$ cat config.mk
export PLATFORM = sky130hd
export DESIGN_NAME = usb_ep_mode_ctrl
export DESIGN_NICKNAME = d
export VERILOG_FILES = /design/src/rtl/usb_ep_pkg.sv /design/src/rtl/usb_ep_hs_decode.sv /design/src/rtl/usb_ep_update_arb.sv /design/src/rtl/usb_ep_mode_reg.sv /design/src/rtl/usb_ep_mode_ctrl.sv
export SDC_FILE = /design/constraint.sdc
export NUM_CORES = 1
export LEC_CHECK = 0
export BUFFER_PORTS_ARGS = -buffer_cell sky130_fd_sc_hd__buf_4
export CORE_ASPECT_RATIO = 1.25
export CORE_UTILIZATION = 35
export CTS_BUF_LIST = sky130_fd_sc_hd__clkbuf_16
export DETAILED_ROUTE_END_ITERATION = 10
export PLACE_DENSITY = 0.66
export SETUP_SLACK_MARGIN = 0.4
export SKIP_LAST_GASP = 1
export SLEW_MARGIN = 20
export SYNTH_ARGS = -nofsm -noshare
export SYNTH_HDL_FRONTEND = slang
export SYNTH_SLANG_ARGS = --single-unit
$ cat constraint.sdc
create_clock -name clk -period 1.6 [get_ports clk]
set_input_delay 0.32 -clock clk [delete_from_list [all_inputs] [get_ports clk]]
set_output_delay 0.32 -clock clk [all_outputs]
set_load 0.05 [all_outputs]
$ cat src/rtl/usb_ep_pkg.sv
package usb_ep_pkg;

  localparam int REG_W = 8;

  // bit positions inside one endpoint register
  localparam int BIT_STALL = 7;
  localparam int BIT_RSV   = 6;
  localparam int BIT_NAKIE = 5;
  localparam int BIT_ACKED = 4;
  localparam int MODE_W    = 4;

  // mode field encodings
  localparam logic [MODE_W-1:0] MODE_OFF     = 4'd0;
  localparam logic [MODE_W-1:0] MODE_NAK_IN  = 4'd1;
  localparam logic [MODE_W-1:0] MODE_ACK_IN  = 4'd2;
  localparam logic [MODE_W-1:0] MODE_NAK_OUT = 4'd3;
  localparam logic [MODE_W-1:0] MODE_ACK_OUT = 4'd4;
  localparam logic [MODE_W-1:0] MODE_NAK_IO  = 4'd5;

  typedef enum logic [1:0] {
    HS_NONE  = 2'd0,
    HS_ACK   = 2'd1,
    HS_NAK   = 2'd2,
    HS_STALL = 2'd3
  } hs_e;

endpackage

$ cat src/rtl/usb_ep_hs_decode.sv
module usb_ep_hs_decode
  import usb_ep_pkg::*;
(
  input  logic [MODE_W-1:0] mode,
  input  logic              stall,
  input  logic              is_in,
  output hs_e               hs
);

  always_comb begin
    hs = HS_NONE;
    unique case (mode)
      MODE_NAK_IN:  if (is_in)  hs = HS_NAK;
      MODE_ACK_IN:  if (is_in)  hs = stall ? HS_STALL : HS_ACK;
      MODE_NAK_OUT: if (!is_in) hs = HS_NAK;
      MODE_ACK_OUT: if (!is_in) hs = stall ? HS_STALL : HS_ACK;
      MODE_NAK_IO:  hs = HS_NAK;
      default:      hs = HS_NONE;
    endcase
  end

endmodule

$ cat src/rtl/usb_ep_update_arb.sv
module usb_ep_update_arb #(
  parameter int NUM_EP = 2
) (
  input  logic [NUM_EP-1:0] fw_hit,
  input  logic              fw_wr_en,
  input  logic [NUM_EP-1:0] sie_hit,
  input  logic              sie_upd,
  output logic [NUM_EP-1:0] fw_we,
  output logic [NUM_EP-1:0] sie_we
);

  // one shared update strobe: any SIE update masks every firmware write
  always_comb begin
    for (int i = 0; i < NUM_EP; i++) begin
      sie_we[i] = sie_upd && sie_hit[i];
      fw_we[i]  = fw_wr_en && fw_hit[i] && !sie_upd;
    end
  end

endmodule

$ cat src/rtl/usb_ep_mode_reg.sv
module usb_ep_mode_reg
  import usb_ep_pkg::*;
(
  input  logic             clk,
  input  logic             rst_n,
  input  logic             fw_we,
  input  logic [REG_W-1:0] fw_data,
  input  logic             sie_we,
  input  logic             sie_in,
  input  logic             done_hit,
  input  logic             done_ack,
  output logic [REG_W-1:0] reg_q,
  output logic             irq_q
);

  logic [REG_W-1:0]  reg_d;
  logic              reg_en;
  logic              irq_d;
  logic [MODE_W-1:0] mode_q;
  logic              unused_fw_bits;

  assign mode_q         = reg_q[MODE_W-1:0];
  assign unused_fw_bits = ^{fw_data[BIT_RSV], fw_data[BIT_ACKED]};
  assign reg_en         = fw_we || sie_we;
  assign irq_d          = done_hit && (done_ack || reg_q[BIT_NAKIE]);

  always_comb begin
    reg_d = reg_q;
    if (sie_we) begin
      reg_d[BIT_ACKED] = 1'b1;
      if (sie_in && (mode_q == MODE_ACK_IN))
        reg_d[MODE_W-1:0] = MODE_NAK_IN;
      else if (!sie_in && (mode_q == MODE_ACK_OUT))
        reg_d[MODE_W-1:0] = MODE_NAK_OUT;
    end else if (fw_we) begin
      reg_d[BIT_STALL]    = fw_data[BIT_STALL];
      reg_d[BIT_RSV]      = 1'b0;
      reg_d[BIT_NAKIE]    = fw_data[BIT_NAKIE];
      reg_d[BIT_ACKED]    = 1'b0;
      reg_d[MODE_W-1:0]   = fw_data[MODE_W-1:0];
    end
  end

  always_ff @(posedge clk or negedge rst_n) begin
    if (!rst_n) begin
      reg_q <= '0;
    end else if (reg_en) begin
      reg_q <= reg_d;
    end
  end

  always_ff @(posedge clk or negedge rst_n) begin
    if (!rst_n) begin
      irq_q <= 1'b0;
    end else begin
      irq_q <= irq_d;
    end
  end

endmodule

$ cat src/rtl/usb_ep_mode_ctrl.sv
module usb_ep_mode_ctrl
  import usb_ep_pkg::*;
#(
  parameter int                 NUM_EP    = 2,
  parameter int                 ADDR_W    = 8,
  parameter logic [ADDR_W-1:0]  BASE_ADDR = 8'h45,
  localparam int                EP_W      = (NUM_EP > 1) ? $clog2(NUM_EP) : 1
) (
  input  logic              clk,
  input  logic              rst_n,
  input  logic              fw_wr_en,
  input  logic [ADDR_W-1:0] fw_addr,
  input  logic [REG_W-1:0]  fw_wdata,
  output logic [REG_W-1:0]  fw_rdata,
  input  logic              tok_valid,
  input  logic [EP_W-1:0]   tok_ep,
  input  logic              tok_in,
  output logic [1:0]        tok_hs,
  input  logic              done_valid,
  input  logic [EP_W-1:0]   done_ep,
  input  logic              done_in,
  input  logic              done_ack,
  output logic [NUM_EP-1:0] ep_irq
);

  logic [1:0]                   rst_sync_q;
  logic                         rst_int_n;
  logic [NUM_EP-1:0]            fw_hit;
  logic [NUM_EP-1:0]            done_hit;
  logic [NUM_EP-1:0]            fw_we;
  logic [NUM_EP-1:0]            sie_we;
  logic                         sie_upd;
  logic [NUM_EP-1:0][REG_W-1:0] ep_reg;
  hs_e  [NUM_EP-1:0]            ep_hs;

  // asynchronous assert, synchronous release
  always_ff @(posedge clk or negedge rst_n) begin
    if (!rst_n) begin
      rst_sync_q <= 2'b00;
    end else begin
      rst_sync_q <= {rst_sync_q[0], 1'b1};
    end
  end
  assign rst_int_n = rst_sync_q[1];

  assign sie_upd = done_valid && done_ack && (int'(done_ep) < NUM_EP);

  generate
    for (genvar g = 0; g < NUM_EP; g++) begin : g_ep
      assign fw_hit[g]   = (fw_addr == BASE_ADDR + ADDR_W'(g));
      assign done_hit[g] = done_valid && (done_ep == EP_W'(g));

      usb_ep_mode_reg u_reg (
        .clk      (clk),
        .rst_n    (rst_int_n),
        .fw_we    (fw_we[g]),
        .fw_data  (fw_wdata),
        .sie_we   (sie_we[g]),
        .sie_in   (done_in),
        .done_hit (done_hit[g]),
        .done_ack (done_ack),
        .reg_q    (ep_reg[g]),
        .irq_q    (ep_irq[g])
      );

      usb_ep_hs_decode u_dec (
        .mode  (ep_reg[g][MODE_W-1:0]),
        .stall (ep_reg[g][BIT_STALL]),
        .is_in (tok_in),
        .hs    (ep_hs[g])
      );
    end
  endgenerate

  usb_ep_update_arb #(.NUM_EP(NUM_EP)) u_arb (
    .fw_hit   (fw_hit),
    .fw_wr_en (fw_wr_en),
    .sie_hit  (done_hit),
    .sie_upd  (sie_upd),
    .fw_we    (fw_we),
    .sie_we   (sie_we)
  );

  always_comb begin
    fw_rdata = '0;
    for (int i = 0; i < NUM_EP; i++) begin
      if (fw_hit[i]) fw_rdata = ep_reg[i];
    end
  end

  always_comb begin
    tok_hs = HS_NONE;
    if (tok_valid && (int'(tok_ep) < NUM_EP)) tok_hs = ep_hs[tok_ep];
  end

endmodule

==> metrics.md <==
| Metric | Value |
|---|---|
| Fmax | `around 0.56 GHz` |
| RSZ-0062 raised after global routing | `yes` |
| Reg2reg start | `g_ep[0].u_reg.reg_q[1]$_DFFE_PN0P_` |
| Reg-to-reg endpoint | `g_ep[0].u_reg.reg_q[0]$_DFFE_PN0P_` |
| Vias in the first global route | `1216` |
| Slew margin rel. | `0.524` |
| GRT Total Usage | `0.221` |
| Post-route minimum period | `between 1.5 and 2 ns` |
| Adder-Cell Fraction of Synth Area | `0` |
| Synth Area in XOR/XNOR | `0` |
| Crit share post-route | `1.11` |
| Number of buffers added on ports | `34` |
| Synth top cells by count | `dfrtp_1 (18), nor2_1 (10), a22o_1 (7), nand2_1 (7), mux2_2 (6)` |
| Skew final | `0.00441 ns` |
| Count leader, synth | `dfrtp_1` |
| Logic pwr share | `0.178` |
| CP max FO | `2` |
| CP Cell Sequence | `or2_4, o32ai_2, and2_4, buf_8` |
| Die height | `66.1 um` |
| Layout fillers | `243` |
| CTS Sinks | `18` |
| Number of synthesized flops with an enable pin | `0` |
| Core Util, Final | `0.673` |
| Multiplexer share of the synthesized area | `0.0946` |
| Area share of the largest cell type after synthesis | `0.391` |
| CTS root buf | `clkbuf_16` |
| Gate Count Post-Synth | `119` |
| Antenna viol nets, final | `0` |
| Power density over the cells | `597 mW/mm^2` |
| DRT Wirelength | `3400 um` |
| Layout Nets | `202` |
| Antenna Cells | `0` |
| Crit start category | `register` |
| Delay-heaviest family, CP | `simple AND/OR/NAND/NOR gates` |
| Largest family of logic cells by synthesized area | `simple AND/OR/NAND/NOR gates` |
| Worst hold path class | `primary input to register` |
| Vias/cell | `5.45` |
| Reg clk slew, reported paths | `0.05 ns` |
| Final Slew Violations | `0` |
| Endpoints failing hold | `0` |
| Synth async-reset ratio | `1.00` |
| Static leakage | `0.000974 uW` |
| Max_cap viols | `0` |
| Clk Latency, worst-skew pair | `~0.25 ns` |
| Core Area | `0.00303 mm^2` |
| CP Buf/Inv Count | `1` |
| Seq/Total Area, Yosys | `0.391` |
| Worst-margin pin slew | `just over 0.7 ns` |
| Initial Util | `0.380` |
| Seq cells post-synth | `18` |
| Psw | `~300 uW` |
| CTS tree | `built` |
| Hold Path End | `g_ep[0].u_reg.irq_q$_DFF_PN0_` |
| Syn avg cell area | `between 9 and 10 um^2` |
| DRT Pass-1 Iters | `4` |
| CP peak stage delay | `0.39 ns` |
| Largest net degree at the start of global routing | `17` |
| Hold path cells | `2` |
| Final setup vio count | `9` |
| Die ar. | `about 0.0035 mm^2` |
| Slowest CP cell | `dfrtp_1` |
| Syn-to-layout area delta | `77.1%` |
| Complex-gate fraction of the synthesized area | `0.167` |
| Pint | `918 uW` |
| Synth area leaders | `dfrtp_1 (39%), mux2_2 (5.9%), a22o_1 (5.3%), nor2_1 (3.3%), nor3b_1 (3.3%)` |
| Data arrival, critical path | `1.45 ns` |
| Die X-Extent | `about 53 um` |
| IO Count | `38` |
| Layout cell share with drive strength beyond 1 | `0.640` |
| 1st-iter DRT viols | `12` |
| Critical Path Sink Type | `output port` |
| R2R cell count | `6` |
| Synth cell types | `41` |
| Switching fraction of total power | `0.245` |
| Total gr overflow | `0` |
| First-pass GRT wire length | `5540 um` |
| Simple-gate area share of the yosys netlist | `0.287` |
| Synth warn | `0` |
| Worst Path Required | `1.28 ns` |
| Vias | `1149` |
| Cell row count | `22` |
| Initial antenna violation count | `0` |
| Peak VDD IR | `0.569 mV` |
| Sequential power share | `0.411` |
| R2R Setup Slk | `between 0.2 and 0.3 ns` |
| CTS Buffer Depth | `2` |
| Max H-tree Level | `1` |
| Worst min-delay path startpoint | `done_ep` |
| Gp weighted congestion | `0.762` |
| Syn nets | `145` |
| Status | `finished with violations` |
| Drt drc | `0` |
| Avg WL per Cell | `between 15 and 20 um` |
| Synthesized area | `about 0.0012 mm^2` |
| Failing checks | `setup timing` |
| Ys flop type | `dfrtp_1` |
| Clock share of power | `0.411` |
| Setup TNS | `-0.704 ns` |
| Cell taking the most area after synthesis | `dfrtp_1` |
| TritonCTS Buffers | `3` |
| Critical path class | `register to output port` |
| Setup ws final | `-0.173 ns` |
| HPWL Detailed | `2310 um` |
-- placed cells by master, fill, tap and decap left out, drive strengths merged --
master and n:
a211oi 1, a21boi 1, a21o 2, a21oi 5
a22o 7, a31oi 2, and2 1, and2b 1
and3 3, and3b 2, and4 2, and4bb 1
buf 60, clkbuf 3, clkinv 1, conb 2
dfrtp 18, dlygate4sd3 1, inv 2, mux2 7
mux2i 3, nand2 7, nand3 2, nand3b 3
nand4 3, nor2 11, nor2b 5, nor3 3
nor3b 5, nor4 1, o211a 1, o21a 2
o22ai 3, o31ai 1, o32ai 1, or2 1
or3 1
-- layer usage --
metal / share of wire / wire length (um) / up-vias / GRT usage
met2: 0.55 / 1860 / 30 / 0.402
li1: - / - / 544 / -
met1: 0.41 / 1410 / 569 / 0.262
met3: 0.024 / 82 / 6 / 0.0230
met5: 0 / 0 / - / 0
met4: 0.014 / 48 / 0 / 0.0691
-- how the worst max path moves through the flow --
stage / from / endpoint / cells past startpoint
global placement: fw_addr[3] / fw_rdata[2] / 5
CTS: g_ep[0].u_reg.reg_q[3]$_DFFE_PN0P_ / tok_hs[0] / 4
finish: g_ep[0].u_reg.reg_q[0]$_DFFE_PN0P_ / tok_hs[0] / 4
global route: g_ep[0].u_reg.reg_q[1]$_DFFE_PN0P_ / tok_hs[0] / 5
floorplan: fw_addr[3] / fw_rdata[0] / 4
detailed placement: fw_addr[3] / fw_rdata[4] / 5
-- power by group through the flow --
stage	clock network, uW	logic, uW	registers (uW)
after floorplan	0	94.6	502
final	500	216	500
after global routing	528	232	503
after global placement	0	175	504
after CTS	510	200	499
after detailed placement	0	180	506
-- layout make-up --
class	count	area (um^2)	area share
flip-flops and latches	18	455	0.223
repair buffers	61	588	0.289
multi-input cells	90	863	0.424
well taps	36	45.0	0.0221
clock buffers	3	75.1	0.0368
inverters	2	7.51	0.00368
clock inverters	1	3.75	0.00184
-- cells by family (layout without fill, tap and decap cells) --
group	count (synthesis)	in the layout
AO/OA/AOI/OAI	26	26
other	2	2
buffers and inverters	11	67
AND/OR/NAND/NOR	52	52
multiplexers	10	10
flip-flops	18	18
-- stage by stage --
step                instance area, um^2  hold slack, ns  total power (uW)  setup slack [ns]  std cells
finish                             2040           0.255              1220            -0.173        211
global route                       2040           0.258              1260            -0.233        211
CTS                                1940           0.250              1210            -0.173        208
detailed placement                 1660           0.103               686            -0.192        198
global placement                   1660           0.102               679            -0.166        198
floorplan                          1300          0.0244               597            0.0802        119
-- timing repair --
item                       in CTS  in global routing
hold endpoints to repair        2                  0
gates resized for setup        42                 20
hold buffers                    1                  0
cloned                          1                  0
setup endpoints to repair      21                 22
buffers inserted                4                  3
pin swaps                       6                  7
-- sequential cells by signal, summed over array words and instances (netlist names) --
signal and flops:
g_ep.u_reg.reg_q 14, rst_sync_q 2, g_ep.u_reg.irq_q 2
No activity file was read; power rests on OpenSTA's default activity.
